## src/rtl/tlb_pkg.sv

```systemverilog
package tlb_pkg;

    localparam int unsigned DEF_ENTRIES = 8;
    localparam int unsigned DEF_VPN_W   = 20;
    localparam int unsigned DEF_OFF_W   = 12;
    localparam int unsigned DEF_PFN_W   = 20;

    typedef enum logic [0:0] {
        CTL_IDLE = 1'b0,
        CTL_WALK = 1'b1
    } ctl_state_e;

    typedef struct packed {
        logic valid;
        logic dirty;
        logic refd;
    } usage_t;

    function automatic int unsigned idx_width(input int unsigned n);
        return (n > 1) ? $clog2(n) : 1;
    endfunction

endpackage

```

## src/rtl/tlb_cam.sv

```systemverilog
module tlb_cam
    import tlb_pkg::*;
#(
    parameter int unsigned ENTRIES = DEF_ENTRIES,
    parameter int unsigned VPN_W   = DEF_VPN_W,
    parameter int unsigned PFN_W   = DEF_PFN_W,
    parameter int unsigned IDX_W   = idx_width(ENTRIES)
) (
    input  logic               clk,
    input  logic               rst,
    input  logic               flush,
    input  logic [VPN_W-1:0]   lk_vpn,
    input  logic               touch_en,
    input  logic               touch_write,
    output logic               hit,
    output logic [PFN_W-1:0]   hit_pfn,
    input  logic               fill_en,
    input  logic [IDX_W-1:0]   fill_idx,
    input  logic [VPN_W-1:0]   fill_vpn,
    input  logic [PFN_W-1:0]   fill_pfn,
    input  logic               fill_dirty,
    input  logic [IDX_W-1:0]   vic_idx,
    output logic [VPN_W-1:0]   vic_vpn,
    output usage_t             vic_use,
    output logic [ENTRIES-1:0] valid_vec
);

    logic [ENTRIES-1:0]            match;
    logic [ENTRIES-1:0][VPN_W-1:0] tag_all;
    logic [ENTRIES-1:0][PFN_W-1:0] pfn_all;
    usage_t [ENTRIES-1:0]          use_all;

    for (genvar g = 0; g < ENTRIES; g++) begin : g_slot
        logic [VPN_W-1:0] tag_q;
        logic [PFN_W-1:0] pfn_q;
        usage_t           use_q;

        assign match[g]     = use_q.valid && (tag_q == lk_vpn);
        assign valid_vec[g] = use_q.valid;
        assign tag_all[g]   = tag_q;
        assign pfn_all[g]   = pfn_q;
        assign use_all[g]   = use_q;

        always_ff @(posedge clk) begin
            if (rst) begin
                tag_q <= '0;
                pfn_q <= '0;
                use_q <= '0;
            end else begin
                if (fill_en && (fill_idx == IDX_W'(g))) begin
                    tag_q <= fill_vpn;
                    pfn_q <= fill_pfn;
                    use_q <= '{valid: 1'b1, dirty: fill_dirty, refd: 1'b1};
                end else if (touch_en && match[g]) begin
                    use_q.refd <= 1'b1;
                    if (touch_write) begin
                        use_q.dirty <= 1'b1;
                    end
                end
                if (flush) begin
                    use_q.valid <= 1'b0;
                end
            end
        end
    end

    always_comb begin
        hit_pfn = '0;
        for (int i = 0; i < ENTRIES; i++) begin
            if (match[i]) begin
                hit_pfn = pfn_all[i];
            end
        end
    end

    assign hit     = |match;
    assign vic_vpn = tag_all[vic_idx];
    assign vic_use = use_all[vic_idx];

endmodule

```

## src/rtl/tlb_victim.sv

```systemverilog
module tlb_victim
    import tlb_pkg::*;
#(
    parameter int unsigned ENTRIES = DEF_ENTRIES,
    parameter int unsigned IDX_W   = idx_width(ENTRIES)
) (
    input  logic               clk,
    input  logic               rst,
    input  logic [ENTRIES-1:0] valid_vec,
    input  logic               advance,
    output logic [IDX_W-1:0]   vic_idx
);

    localparam logic [IDX_W-1:0] LAST = IDX_W'(ENTRIES - 1);

    logic [IDX_W-1:0] rr_q;
    logic [IDX_W-1:0] rr_next;
    logic [IDX_W-1:0] free_idx;
    logic             free_found;

    always_comb begin
        free_found = 1'b0;
        free_idx   = '0;
        for (int i = ENTRIES - 1; i >= 0; i--) begin
            if (!valid_vec[i]) begin
                free_found = 1'b1;
                free_idx   = IDX_W'(i);
            end
        end
    end

    if ((ENTRIES > 1) && ((ENTRIES & (ENTRIES - 1)) == 0)) begin : g_pow2
        assign rr_next = rr_q + 1'b1;
    end else begin : g_wrap
        assign rr_next = (rr_q == LAST) ? '0 : rr_q + 1'b1;
    end

    always_ff @(posedge clk) begin
        if (rst) begin
            rr_q <= '0;
        end else if (advance && !free_found) begin
            rr_q <= rr_next;
        end
    end

    assign vic_idx = free_found ? free_idx : rr_q;

endmodule

```

## src/rtl/tlb_ctrl.sv

```systemverilog
module tlb_ctrl
    import tlb_pkg::*;
#(
    parameter int unsigned VPN_W = DEF_VPN_W,
    parameter int unsigned OFF_W = DEF_OFF_W,
    parameter int unsigned PFN_W = DEF_PFN_W
) (
    input  logic                   clk,
    input  logic                   rst,
    input  logic                   req_valid,
    input  logic                   req_write,
    input  logic [VPN_W-1:0]       req_vpn,
    input  logic [OFF_W-1:0]       req_off,
    output logic                   req_ready,
    input  logic                   hit,
    input  logic [PFN_W-1:0]       hit_pfn,
    output logic                   touch_en,
    output logic                   touch_write,
    output logic                   fill_en,
    output logic [VPN_W-1:0]       fill_vpn,
    output logic [PFN_W-1:0]       fill_pfn,
    output logic                   fill_dirty,
    input  logic [VPN_W-1:0]       vic_vpn,
    input  usage_t                 vic_use,
    output logic                   pt_req,
    output logic [VPN_W-1:0]       pt_vpn,
    input  logic                   pt_valid,
    input  logic                   pt_present,
    input  logic [PFN_W-1:0]       pt_pfn,
    input  logic                   pt_dirty,
    output logic                   resp_valid,
    output logic                   resp_fault,
    output logic [PFN_W+OFF_W-1:0] resp_paddr,
    output logic                   wb_strobe,
    output logic [VPN_W-1:0]       wb_vpn,
    output logic                   wb_dirty,
    output logic                   wb_ref
);

    ctl_state_e       state_q;
    logic [VPN_W-1:0] vpn_q;
    logic [OFF_W-1:0] off_q;
    logic             wr_q;
    logic             accept;
    logic             walk_done;

    assign req_ready   = (state_q == CTL_IDLE);
    assign accept      = req_ready && req_valid;
    assign walk_done   = (state_q == CTL_WALK) && pt_valid;

    assign touch_en    = accept && hit;
    assign touch_write = req_write;

    assign fill_en     = walk_done && pt_present;
    assign fill_vpn    = vpn_q;
    assign fill_pfn    = pt_pfn;
    assign fill_dirty  = pt_dirty | wr_q;

    assign pt_req      = (state_q == CTL_WALK);
    assign pt_vpn      = vpn_q;

    always_ff @(posedge clk) begin
        if (rst) begin
            state_q    <= CTL_IDLE;
            vpn_q      <= '0;
            off_q      <= '0;
            wr_q       <= 1'b0;
            resp_valid <= 1'b0;
            resp_fault <= 1'b0;
            resp_paddr <= '0;
            wb_strobe  <= 1'b0;
            wb_vpn     <= '0;
            wb_dirty   <= 1'b0;
            wb_ref     <= 1'b0;
        end else begin
            resp_valid <= 1'b0;
            resp_fault <= 1'b0;
            resp_paddr <= '0;
            wb_strobe  <= 1'b0;
            wb_vpn     <= '0;
            wb_dirty   <= 1'b0;
            wb_ref     <= 1'b0;
            unique case (state_q)
                CTL_IDLE: begin
                    if (accept) begin
                        if (hit) begin
                            resp_valid <= 1'b1;
                            resp_paddr <= {hit_pfn, req_off};
                        end else begin
                            state_q <= CTL_WALK;
                            vpn_q   <= req_vpn;
                            off_q   <= req_off;
                            wr_q    <= req_write;
                        end
                    end
                end
                CTL_WALK: begin
                    if (pt_valid) begin
                        state_q    <= CTL_IDLE;
                        resp_valid <= 1'b1;
                        if (pt_present) begin
                            resp_paddr <= {pt_pfn, off_q};
                            wb_strobe  <= vic_use.valid;
                            if (vic_use.valid) begin
                                wb_vpn   <= vic_vpn;
                                wb_dirty <= vic_use.dirty;
                                wb_ref   <= vic_use.refd;
                            end
                        end else begin
                            resp_fault <= 1'b1;
                        end
                    end
                end
                default: state_q <= CTL_IDLE;
            endcase
        end
    end

endmodule

```

## src/rtl/tlb_xlate.sv

```systemverilog
module tlb_xlate
    import tlb_pkg::*;
#(
    parameter int unsigned ENTRIES = DEF_ENTRIES,
    parameter int unsigned VPN_W   = DEF_VPN_W,
    parameter int unsigned OFF_W   = DEF_OFF_W,
    parameter int unsigned PFN_W   = DEF_PFN_W
) (
    input  logic                   clk,
    input  logic                   rst,
    input  logic                   flush_i,
    input  logic                   req_valid_i,
    output logic                   req_ready_o,
    input  logic                   req_write_i,
    input  logic [VPN_W+OFF_W-1:0] req_vaddr_i,
    output logic                   resp_valid_o,
    output logic                   resp_fault_o,
    output logic [PFN_W+OFF_W-1:0] resp_paddr_o,
    output logic                   pt_req_o,
    output logic [VPN_W-1:0]       pt_vpn_o,
    input  logic                   pt_valid_i,
    input  logic                   pt_present_i,
    input  logic [PFN_W-1:0]       pt_pfn_i,
    input  logic                   pt_dirty_i,
    output logic                   wb_strobe_o,
    output logic [VPN_W-1:0]       wb_vpn_o,
    output logic                   wb_dirty_o,
    output logic                   wb_ref_o
);

    localparam int unsigned IDX_W = idx_width(ENTRIES);

    logic [VPN_W-1:0]   req_vpn;
    logic [OFF_W-1:0]   req_off;
    logic               hit;
    logic [PFN_W-1:0]   hit_pfn;
    logic               touch_en;
    logic               touch_write;
    logic               fill_en;
    logic [VPN_W-1:0]   fill_vpn;
    logic [PFN_W-1:0]   fill_pfn;
    logic               fill_dirty;
    logic [IDX_W-1:0]   vic_idx;
    logic [VPN_W-1:0]   vic_vpn;
    usage_t             vic_use;
    logic [ENTRIES-1:0] valid_vec;

    assign req_vpn = req_vaddr_i[OFF_W +: VPN_W];
    assign req_off = req_vaddr_i[OFF_W-1:0];

    tlb_cam #(
        .ENTRIES (ENTRIES),
        .VPN_W   (VPN_W),
        .PFN_W   (PFN_W),
        .IDX_W   (IDX_W)
    ) u_cam (
        .clk         (clk),
        .rst         (rst),
        .flush       (flush_i),
        .lk_vpn      (req_vpn),
        .touch_en    (touch_en),
        .touch_write (touch_write),
        .hit         (hit),
        .hit_pfn     (hit_pfn),
        .fill_en     (fill_en),
        .fill_idx    (vic_idx),
        .fill_vpn    (fill_vpn),
        .fill_pfn    (fill_pfn),
        .fill_dirty  (fill_dirty),
        .vic_idx     (vic_idx),
        .vic_vpn     (vic_vpn),
        .vic_use     (vic_use),
        .valid_vec   (valid_vec)
    );

    tlb_victim #(
        .ENTRIES (ENTRIES),
        .IDX_W   (IDX_W)
    ) u_victim (
        .clk       (clk),
        .rst       (rst),
        .valid_vec (valid_vec),
        .advance   (fill_en),
        .vic_idx   (vic_idx)
    );

    tlb_ctrl #(
        .VPN_W (VPN_W),
        .OFF_W (OFF_W),
        .PFN_W (PFN_W)
    ) u_ctrl (
        .clk         (clk),
        .rst         (rst),
        .req_valid   (req_valid_i),
        .req_write   (req_write_i),
        .req_vpn     (req_vpn),
        .req_off     (req_off),
        .req_ready   (req_ready_o),
        .hit         (hit),
        .hit_pfn     (hit_pfn),
        .touch_en    (touch_en),
        .touch_write (touch_write),
        .fill_en     (fill_en),
        .fill_vpn    (fill_vpn),
        .fill_pfn    (fill_pfn),
        .fill_dirty  (fill_dirty),
        .vic_vpn     (vic_vpn),
        .vic_use     (vic_use),
        .pt_req      (pt_req_o),
        .pt_vpn      (pt_vpn_o),
        .pt_valid    (pt_valid_i),
        .pt_present  (pt_present_i),
        .pt_pfn      (pt_pfn_i),
        .pt_dirty    (pt_dirty_i),
        .resp_valid  (resp_valid_o),
        .resp_fault  (resp_fault_o),
        .resp_paddr  (resp_paddr_o),
        .wb_strobe   (wb_strobe_o),
        .wb_vpn      (wb_vpn_o),
        .wb_dirty    (wb_dirty_o),
        .wb_ref      (wb_ref_o)
    );

endmodule

```

## config.mk

```make
export PLATFORM = sky130hd
export DESIGN_NAME = tlb_xlate
export DESIGN_NICKNAME = d
export VERILOG_FILES = /design/src/rtl/tlb_pkg.sv /design/src/rtl/tlb_cam.sv /design/src/rtl/tlb_victim.sv /design/src/rtl/tlb_ctrl.sv /design/src/rtl/tlb_xlate.sv
export SDC_FILE = /design/constraint.sdc
export NUM_CORES = 1
export LEC_CHECK = 0
export ABC_CLOCK_PERIOD_IN_PS = 3080
export CAP_MARGIN = 20
export CORE_MARGIN = 10
export CORE_UTILIZATION = 50
export CTS_CLUSTER_DIAMETER = 80
export CTS_CLUSTER_SIZE = 14
export DETAILED_ROUTE_END_ITERATION = 8
export PLACE_DENSITY = 0.72
export RECOVER_POWER = 100
export SLEW_MARGIN = 20
export SYNTH_ARGS = -nofsm -noshare
export SYNTH_HDL_FRONTEND = slang
export SYNTH_HIERARCHICAL = 1
export SYNTH_SLANG_ARGS = --single-unit
```

## constraint.sdc

```tcl
create_clock -name clk -period 3.08 [get_ports clk]
set_input_delay 0.462 -clock clk [delete_from_list [all_inputs] [get_ports clk]]
set_output_delay 0.462 -clock clk [all_outputs]
set_load 0.005 [all_outputs]
```

Yosys cells after proc, flatten, opt, wreduce, memory -nomap -nowiden:

Cells that the tools add are included.

* register bits: 438

* add/subtract/negate cells: 1
* magnitude comparators: 1
* equal/unequal tests: 15
* mux-type cells: 60
* bitwise gates (word level): 6
* reductions and logical operators: 61

Operator list (count)
* $mux W20: 9
* $eq A20 B20 Y1: 8
* $mux W32: 4
* $pmux W32 S2: 1
* $bmux W20 S3: 1
* $mux W2: 16
* $reduce_bool A2 Y1: 16
* $mux W3: 10
* $logic_and A1 B1 Y1: 29
* $mux W1: 16
* $reduce_and A2 Y1: 8
* $eq A3 B3 Y1 const B: 4
* $bmux W3 S3: 1
* $reduce_or A8 Y1: 1
* $eq A3 B2 Y1 const B: 2
* $not A1 Y1: 5
* $reduce_or A5 Y1: 1
* $lt A3 B4 Y1 const B: 1
* $pmux W1 S2: 2
* $reduce_or A4 Y1: 1
* $add A3 B1 Y3 const B: 1
* $eq A3 B1 Y1 const B: 1
* $logic_not A3 Y1: 1
* $reduce_and A3 Y1: 1
* other kinds (4): 4

Depth between registers and ports, before layout:

Gate-level depths: netlist (run 1).

* depth after elaboration: 13
* depth in mapped cells: 16
* gate-level depth less buffers: 12

Hierarchy:

Netlist (run 1), hierarchy kept.

Modules (own cells, without submodules)
* tlb_cam: instances 1, cells an instance 2157, area an instance 17088.9 µm², seq. area each 6886.6 µm²
* tlb_ctrl: instances 1, cells an instance 322, area an instance 3529.6 µm², seq. area each 1821.7 µm²
* tlb_victim: instances 1, cells an instance 26, area an instance 217.7 µm², seq. area each 60.1 µm²

Worst setup path after synthesis (run 1):

Ideal clock, no wire load.

* path kind: reg-to-reg
* start: register u_cam.g_slot[6].use_q (netlist bit u_cam/valid_vec[6])
* end: register u_ctrl.wb_vpn[0]
* arrival time: 3.055 ns
* required time: 2.964 ns
* setup slack: -0.091 ns
* stages on the path, launching flop included: 12
* period minus slack after synthesis: 3.171 ns
* cells stage by stage: dfxtp_1 buf_4 inv_1 o21ai_0 a31o_2 a32o_1 clkbuf_1 buf_1 mux4_2 mux2_2 clkbuf_1 and3_1

RTL lines
* start: declaration: line tlb_cam.sv:36 `usage_t use_q;`
* start signal: assignment: line tlb_cam.sv:53 `use_q <= '{valid: 1'b1, dirty: fill_dirty, refd: 1'b1};`
* end signal: assignment: line tlb_ctrl.sv:105 `wb_vpn <= vic_vpn;`
* end: declaration: line tlb_ctrl.sv:35 `output logic [VPN_W-1:0] wb_vpn,`

Worst setup path in the final report (run 1):

* start: input req_vaddr_i[14]
* end: register u_ctrl.resp_paddr[30]

* word-level cells in the longest chain between the ends: 13

Ends and longest elaborated chain
* start: declaration: line tlb_xlate.sv:15 `input logic [VPN_W+OFF_W-1:0] req_vaddr_i,`
* $eq A20 B20 Y1: line tlb_cam.sv:38 `assign match[g] = use_q.valid && (tag_q == lk_vpn);`
* $logic_and A1 B1 Y1: line tlb_cam.sv:38
* $mux W20 (7 in series): line tlb_cam.sv:70 `if (match[i]) begin`
* $mux W20 (*): line tlb_cam.sv:70
* net hit_pfn[18]: line tlb_xlate.sv:36 `logic [PFN_W-1:0] hit_pfn;`
* $mux W32 (*): line tlb_ctrl.sv:86 `if (hit) begin`
* $mux W32 (*): line tlb_ctrl.sv:85 `if (accept) begin`
* $pmux W32 S2 (*): line tlb_ctrl.sv:83 `unique case (state_q)`
* end signal: assignment: line tlb_ctrl.sv:88 `resp_paddr <= {hit_pfn, req_off};`
* end signal: assignment: line tlb_ctrl.sv:102 `resp_paddr <= {pt_pfn, off_q};`
* end: declaration: line tlb_ctrl.sv:33 `output logic [PFN_W+OFF_W-1:0] resp_paddr,`

The timed path passes the listed nets; every way through them passes the cells marked *.
A chain may end at the register's enable or synchronous reset.

==> results by group, run 1 <==
Logic synthesis
  – Syn_area_per_cell: 8.32 um2
  – Top cells by area, synth: sky130_fd_sc_hd__dfxtp_1 (42%), sky130_fd_sc_hd__nand2_1 (12%), sky130_fd_sc_hd__a21oi_1 (8.6%), sky130_fd_sc_hd__mux4_2 (5.0%), sky130_fd_sc_hd__xor2_1 (3.6%)
  – Cell Area, Synth: 20,800 um2
  – Post-Synthesis Cells: 2,505
  – Portion of synthesized cell area occupied by the leading cell type: 42.1%
  – Yosys warning total: 6
  – Most instantiated flip-flop cell in the synthesis netlist: sky130_fd_sc_hd__dfxtp_1
  – Register bit count reported by yosys: 438
  – Leading area contributor after synthesis: sky130_fd_sc_hd__dfxtp_1
  – Sequential cell area fraction in the yosys report: 42.1%
  – Ys async rst share: 0%
  – Net count after synthesis: 2,566
  – Count of distinct cell types in the synthesized netlist: 66
  – Count of flip-flops with a built-in enable after synthesis: 0

Route
  – Number of DRC violations after detailed-routing iteration 0: 2,109
  – Via count: 18,400
  – Antenna violation net count after detailed routing: 0
  – Final routed wirelength across all metal layers: 71,300 um
  – Wire per inst: 22.9 um
  – Vias per inst: 5.89
  – Detailed-routing iteration count for the pre-antenna-repair pass: 6
  – Remaining design rule violation count: 0

Clock tree
  – TritonCTS clock tree: yes
  – Clock H-tree levels: 2
  – Post-CTS Hold Buffers: 0
  – Buffer type at the clock tree root: sky130_fd_sc_hd__clkbuf_16
  – Clock transition at path regs: 0.07 ns
  – Clock latency on the worst-skew pair: 0.57 ns
  – Post-CTS Setup Bufs: 0
  – Number of buffers on the longest clock path: 3
  – Total clock sinks: 438
  – Total clock buffers created by CTS: 37

Timing
  – Number of failing hold endpoints at the final stage: 0
  – Tightest Pin Transition: 0.824 ns
  – Worst slew margin relative to its limit: 45.1%
  – Setup skew after layout: 0.0176 ns
  – Fmax: 330 MHz
  – Number of pins with negative max-slew slack in the final report: 0
  – Final critical delay including setup and external delays: 3.03 ns
  – Number of setup violations in the final report: 0
  – Total Negative Setup Slacks: 0 ns
  – Ratio of final minimum period to clock period: 98.4%
  – PnR worst setup slack: 0.0482 ns

Placement
  – Pre-CTS setup slack: -0.708 ns
  – Final weighted congestion in routability-driven placement: 0.979
  – Half-perimeter wire length of the detailed placement result: 47,100 um
  – Input/output buffers: 138
  – Instance area after placement: 23,400 um2

Critical path
  – Critical path startpoint category: primary input
  – Max Fanout on Critical Path: 8
  – Setup slack, reg-to-reg: 0.11 ns
  – Worst path arrival time: 3.55 ns
  – Critical setup path kind: primary input to register
  – Data required time at the worst endpoint: 3.59 ns
  – Critical path endpoint category: register

Final layout
  – Commonest cells after routing, fill and taps aside: sky130_fd_sc_hd__nand2_1 (673), sky130_fd_sc_hd__dfxtp_1 (438), sky130_fd_sc_hd__a21oi_1 (359)
  – Area grow syn2layout: 16.3%
  – Fraction of final layout cells with drive strength greater than 1: 12.6%
  – Number of nets in the layout: 2,640
  – Leading cell type in the layout, fill and taps excluded: sky130_fd_sc_hd__nand2_1
  – Area of all placed cells without fillers: 24,200 um2
  – Layout Utilization: 59.1%

Floorplanning
  – Die H: 224 um
  – Boundary Pins: 139
  – Die outline width: 224 um
  – Initial core utilization: 50.8%
  – Num rows: 74
  – Total core area: 41,000 um2
  – Die ar.: 50,200 um2

Global route
  – Number of antenna violations at the first check in global routing: 4
  – Wire length of the first global-routing pass: 108,000 um
  – Total track usage: 27.5%
  – Remaining global-route overflow: 0
  – Pin count of the biggest net entering global routing: 165
  – Via count of the first global-routing pass: 18,100

Power and ir drop
  – Maximum ir drop on the vdd rail: 0.000395 V
  – Total power divided by cell area: 451 nW/um2
  – Overall power of the completed layout: 10.9 mW
  – Leakage power of the design: 8.82 nW

Job
  – Number of maximum-capacitance constraint violations: 0

Min path
  – Hold/Removal Path Class: primary input to register

Outcome
  – Status: finished clean
where the power goes:
group          internal [mW]  switching, mW
Clock                   2.27           2.13
Sequential              5.71         0.0739
Combinational          0.332          0.412
Total                   8.31           2.62
worst max-delay path: stages:
cell and delay (ns):
sky130_fd_sc_hd__clkdlybuf4s50_1 0.46, sky130_fd_sc_hd__buf_4 0.21, sky130_fd_sc_hd__xor2_1 0.15, sky130_fd_sc_hd__nor4_4 0.42, sky130_fd_sc_hd__nand4_1 0.25, sky130_fd_sc_hd__clkbuf_4 0.22, sky130_fd_sc_hd__a2111o_1 0.38, sky130_fd_sc_hd__a221oi_1 0.39
sky130_fd_sc_hd__o221ai_1 0.27, sky130_fd_sc_hd__a31oi_1 0.18, sky130_fd_sc_hd__a22o_1 0.14
cell type report:
type | count | area [um2]
clock inverters | 5 | 76.3
flip-flops and latches | 438 | 8770
repair buffers | 313 | 3020
well taps | 532 | 666
clock buffers | 39 | 943
fillers | 3571 | 16800
diodes | 2 | 5.00
multi-input cells | 1738 | 10600
inverters | 51 | 191
registers in the layout, indices dropped and copies added (netlist names), 3 cells and up:
name,count
u_cam/g_slot.pfn_q,160
u_cam/g_slot.tag_q,160
u_ctrl/resp_paddr,32
u_ctrl/fill_vpn,20
u_ctrl/wb_vpn,20
u_cam/g_slot.use_q,16
u_ctrl/off_q,12
u_cam/valid_vec,8
u_victim/rr_q,3
kinds of logic after synthesis:
group	count (synthesis)	share of synthesized area (%)
simple gates	945	20.2
compound gates	512	14.4
buf+inv	329	7.85
fa+ha+maj	1	0.0600
xor+xnor	159	6.72
flops	438	42.1
mux	121	8.71
metal layers:
metal,share of wire [%],global-route usage [%]
met2,48,45.8
met3,8.8,4.55
met4,4.9,14.5
met1,38,33.5
met5,0.014,0
metrics by stage:
stage	std cells	hold WS, ns
floorplan	2505	0.432
detailed placement	3072	0.443
finish	3118	0.313
CTS	3116	0.303
global placement	3072	0.438
global route	3118	0.348
synth_stat cells (all sizes together), types with 2 or more instances:
| cell type | instances |
|---|---|
| inv | 51 |
| dfxtp | 438 |
| a2111oi | 2 |
| and3 | 25 |
| nand2b | 69 |
| mux4 | 46 |
| o21a | 8 |
| a22o | 32 |
| and2 | 5 |
| nor4 | 23 |
| a21oi | 359 |
| a21boi | 19 |
| or2 | 3 |
| nand3 | 29 |
| nor3 | 16 |
| and4 | 2 |
| buf | 99 |
| o41a | 18 |
| o21ai | 40 |
| mux2i | 52 |
| clkbuf | 179 |
| nand2 | 674 |
| nor3b | 19 |
| nand4 | 22 |
| a211oi | 17 |
| xnor2 | 74 |
| xor2 | 85 |
| mux2 | 23 |
| nor2 | 50 |
| nor2b | 4 |
| a31oi | 2 |
repair_timing:
item                                    in CTS  in global routing
gates resized for setup                      2                  8
pin swaps                                    0                  1
endpoints found under the hold margin        0                  0
endpoints found under the setup margin      41                 61
worst paths after layout:
path,endpoint,cells after the start,startpoint
max,u_ctrl/resp_paddr[30]$_SDFF_PP0_,11,req_vaddr_i[14]
max reg2reg,u_ctrl/wb_vpn[9]$_SDFF_PP0_,6,u_cam/valid_vec[2]$_SDFFE_PP0P_
min,u_ctrl/resp_valid$_SDFF_PP0_,2,rst
min reg2reg,u_cam/g_slot[6].pfn_q[2]$_SDFFE_PP0P_,2,u_cam/g_slot[6].pfn_q[2]$_SDFFE_PP0P_
Power figures use the tool's default switching activity.
==> run 2: changes to the inputs <==
PLACE_DENSITY = 0.74   (was 0.72)
SLEW_MARGIN = 40   (was 20)
==> run 2 against run 1 <==
  * Sequential cell count is the same
  * Fmax shrank 0.47%
  * Combinational power down 3.0%
  * Routed wire length fell by 1.1%
  * First-iteration DRC count is 5.6% lower
  * Count of clock-buffer cells in the layout unchanged
  * Die area unchanged
  * Setup slack worse by 0.014 ns
  * Utilization fell by 0.095 points
  * Power about the same
  * Sequential share of layout area rose by 0.058 points
  * Critical path type is now register to register
  * Largest cell class unchanged
==> results by group, run 2 (synthesized netlist as in run 1, its figures left out) <==
Outcome
  – Status: finished clean (unchanged)

Critical path
  – Cell with the largest stage delay on the worst path: sky130_fd_sc_hd__mux2_1 (was sky130_fd_sc_hd__clkdlybuf4s50_1)
  – Max Fanout on Critical Path: 23 (was 8)
  – Critical setup path kind: register to register (was primary input to register)
  – Worst-case reg-to-reg path depth: 5 (was 6)
  – CP max stage delay: 0.72 ns (was 0.46 ns)
  – Data required time at the worst endpoint: 3.52 ns (was 3.59 ns)
  – Reg-to-Reg End: u_ctrl/wb_ref$_SDFF_PP0_ (was u_ctrl/wb_vpn[9]$_SDFF_PP0_)
  – Critical path startpoint category: register (was primary input)
  – Worst path buffer plus inverter count: 0 (was 3)
  – Critical path endpoint category: register (unchanged)
  – Setup slack, reg-to-reg: 0.03 ns (was 0.11 ns)
  – Worst path arrival time: 3.48 ns (was 3.55 ns)
  – Worst reg2reg startpoint: u_cam/valid_vec[3]$_SDFFE_PP0P_ (was u_cam/valid_vec[2]$_SDFFE_PP0P_)
  – Cell chain of the critical path: and4_1 -> a32o_4 -> mux4_2 -> mux2_1 -> and3_1 (was clkdlybuf4s50_1 -> buf_4 -> xor2_1 -> nor4_4 -> nand4_1 -> clkbuf_4 -> a2111o_1 -> a221oi_1 -> o221ai_1 -> a31oi_1 -> a22o_1)
  – Top cell family by delay on the critical path: multiplexers (was compound AO/OA/AOI/OAI gates)

Placement
  – Final weighted congestion in routability-driven placement: 1.04 (was 0.979)
  – Input/output buffers: 138 (unchanged)
  – Pre-CTS setup slack: -0.666 ns (was -0.708 ns)
  – Half-perimeter wire length of the detailed placement result: 46,400 um (was 47,100 um)

Final layout
  – Leading cell type in the layout, fill and taps excluded: sky130_fd_sc_hd__nand2_1 (unchanged)
  – Layout Utilization: 59.0% (was 59.1%)
  – Registers with the highest flip-flop counts: u_cam/g_slot.pfn_q: 160 flops, u_cam/g_slot.tag_q: 160 flops, u_ctrl/resp_paddr: 32 flops (unchanged)
  – Area grow syn2layout: 16.1% (was 16.3%)
  – Fraction of final layout cells with drive strength greater than 1: 13.0% (was 12.6%)
  – Number of nets in the layout: 2,633 (was 2,640)
  – Multi-input combinational cell area: 10,600 um2 (about the same)
  – Number of fill cells in the layout: 3,609 (was 3,571)
  – Area used by sequential logic in the layout: 8770 um2 (unchanged)
  – Commonest cells after routing, fill and taps aside: sky130_fd_sc_hd__nand2_1 (673), sky130_fd_sc_hd__dfxtp_1 (438), sky130_fd_sc_hd__a21oi_1 (359) (unchanged)

Clock tree
  – Total clock sinks: 438 (unchanged)
  – Buffer type at the clock tree root: sky130_fd_sc_hd__clkbuf_16 (unchanged)
  – Number of buffers on the longest clock path: 3 (unchanged)
  – TritonCTS clock tree: yes (unchanged)
  – Clock transition at path regs: 0.07 ns (about the same)
  – Clock latency on the worst-skew pair: 0.58 ns (was 0.57 ns)
  – Total clock buffers created by CTS: 38 (was 37)
  – Clock H-tree levels: 2 (unchanged)

Min path
  – Hold Path Depth: 2 (unchanged)
  – Hold/Removal Path Class: primary input to register (unchanged)
  – End of the worst hold path: u_cam/g_slot[0].tag_q[1]$_SDFFE_PP0P_ (was u_ctrl/resp_valid$_SDFF_PP0_)
  – Start point of the worst min-delay path: rst (unchanged)

Global route
  – Total track usage: 27.2% (was 27.5%)
  – Remaining global-route overflow: 0 (unchanged)
  – Number of antenna violations at the first check in global routing: 2 (was 4)
  – Wire length of the first global-routing pass: 107,000 um (was 108,000 um)
  – Via count of the first global-routing pass: 18,200 (was 18,100)
  – Pin count of the biggest net entering global routing: 162 (was 165)

Power and ir drop
  – Maximum ir drop on the vdd rail: 0.000448 V (was 0.000395 V)
  – Total power divided by cell area: 452 nW/um2 (was 451 nW/um2)
  – Leakage power of the design: 8.80 nW (was 8.82 nW)

Floorplanning
  – Boundary Pins: 139 (unchanged)
  – Total core area: 41,000 um2 (unchanged)
  – Die outline width: 224 um (unchanged)
  – Die H: 224 um (unchanged)
  – Die ar.: 50,200 um2 (unchanged)
  – Initial core utilization: 50.8% (unchanged)
  – Num rows: 74 (unchanged)

Route
  – Wire per inst: 22.7 um (was 22.9 um)
  – Vias per inst: 5.98 (was 5.89)
  – Detailed-routing iteration count for the pre-antenna-repair pass: 6 (unchanged)
  – Remaining design rule violation count: 0 (unchanged)
  – Antenna violation net count after detailed routing: 0 (unchanged)
  – Number of DRC violations after detailed-routing iteration 0: 1,991 (was 2,109)
  – Final routed wirelength across all metal layers: 70,500 um (was 71,300 um)
  – Via count: 18,600 (was 18,400)

Timing
  – Fin Hold WS: 0.267 ns (was 0.313 ns)
  – Setup skew after layout: 0.0208 ns (was 0.0176 ns)
  – PnR worst setup slack: 0.0340 ns (was 0.0482 ns)
  – Ratio of final minimum period to clock period: 98.9% (was 98.4%)
  – Worst slew margin relative to its limit: 34.6% (was 45.1%)
  – Number of setup violations in the final report: 0 (unchanged)
  – Unrepaired setup endpoints after global routing: false
  – Number of pins with negative max-slew slack in the final report: 0 (unchanged)
  – Final critical delay including setup and external delays: 3.05 ns (was 3.03 ns)
  – Tightest Pin Transition: 0.981 ns (was 0.824 ns)
  – Number of failing hold endpoints at the final stage: 0 (unchanged)
  – Fmax: 328 MHz (was 330 MHz)

Job
  – Number of maximum-capacitance constraint violations: 0 (unchanged)
run 2: cell types whose count changed in the layout (fill, tap and decap cells not counted), sizes merged:
cell	previous run	this run
diode	2	1
dlymetal6s2s	2	3
clkbuf	66	61
bufinv	1	0
clkdlybuf4s50	56	55
buf	149	146
clkinvlp	0	1
inv	52	53
run 2: final cells by class:
class                           instances  area share [%]
Clock inverter                          6           0.274
Sequential cell                       438            36.2
Multi-Input combinational cell       1738            44.0
Timing Repair Buffer                  305            12.0
Tap cell                              532            2.75
Antenna cell                            1          0.0103
Inverter                               51           0.791
Clock buffer                           39            3.99
run 2: report_power, final:
| part | leakage [nW] | internal [mW] | switching (mW) |
|---|---|---|---|
| logic | 4.76 | 0.318 | 0.404 |
| registers | 3.53 | 5.70 | 0.0709 |
| clock network | 0.503 | 2.25 | 2.18 |
run 2: worst max path at each step:
stage	start	end	slack, ns	cells past startpoint
floorplan	req_vaddr_i[18]	u_cam/g_slot[4].use_q[1]$_SDFFE_PP0P_	0.03	16
global placement	req_vaddr_i[26]	u_ctrl/resp_paddr[12]$_SDFF_PP0_	-0.61	11
detailed placement	req_vaddr_i[26]	u_ctrl/resp_paddr[16]$_SDFF_PP0_	-0.67	11
CTS	req_vaddr_i[30]	u_cam/g_slot[1].use_q[1]$_SDFFE_PP0P_	0.007	14
global route	u_cam/valid_vec[3]$_SDFFE_PP0P_	u_ctrl/wb_ref$_SDFF_PP0_	0.005	5
finish	u_cam/valid_vec[3]$_SDFFE_PP0P_	u_ctrl/wb_ref$_SDFF_PP0_	0.03	5
run 2: what timing repair did:
action / 4_1_cts / 5_1_grt
setup buffers: 0 / 2
endpoints found under the setup margin: 40 / 78
gates cloned: 0 / 0
resized for setup: 2 / 19
pin swaps: 0 / 8
hold buffers: 0 / 0
run 2: layer usage:
metal / up-vias / global-route usage, % / wire length (um)
met3: 261 / 5.11 / 6590
met5: - / 0 / 0
met2: 1007 / 45.2 / 33200
met4: 0 / 14.1 / 3990
met1: 8909 / 33.0 / 26700
li1: 8420 / - / -
run 2: stage by stage:
step / total power, mW / cells / TNS, ns / instance area (um2)
after global routing: 11.2 / 3109 / 0 / 24200
after floorplan: 6.31 / 2505 / 0 / 20800
after detailed placement: 6.62 / 3062 / -46.45 / 23200
after global placement: 6.61 / 3062 / -43.30 / 23200
final: 10.9 / 3110 / 0 / 24200
after CTS: 11.0 / 3107 / 0 / 24200
run 2: worst register-to-register path: cells and delay by family, from the launching register on:
| family | cells | cell delay [ns] |
|---|---|---|
| flip-flops | 1 | 0.55 |
| multiplexers | 2 | 1.24 |
| AO/OA/AOI/OAI | 1 | 0.36 |
| AND/OR/NAND/NOR | 2 | 0.76 |
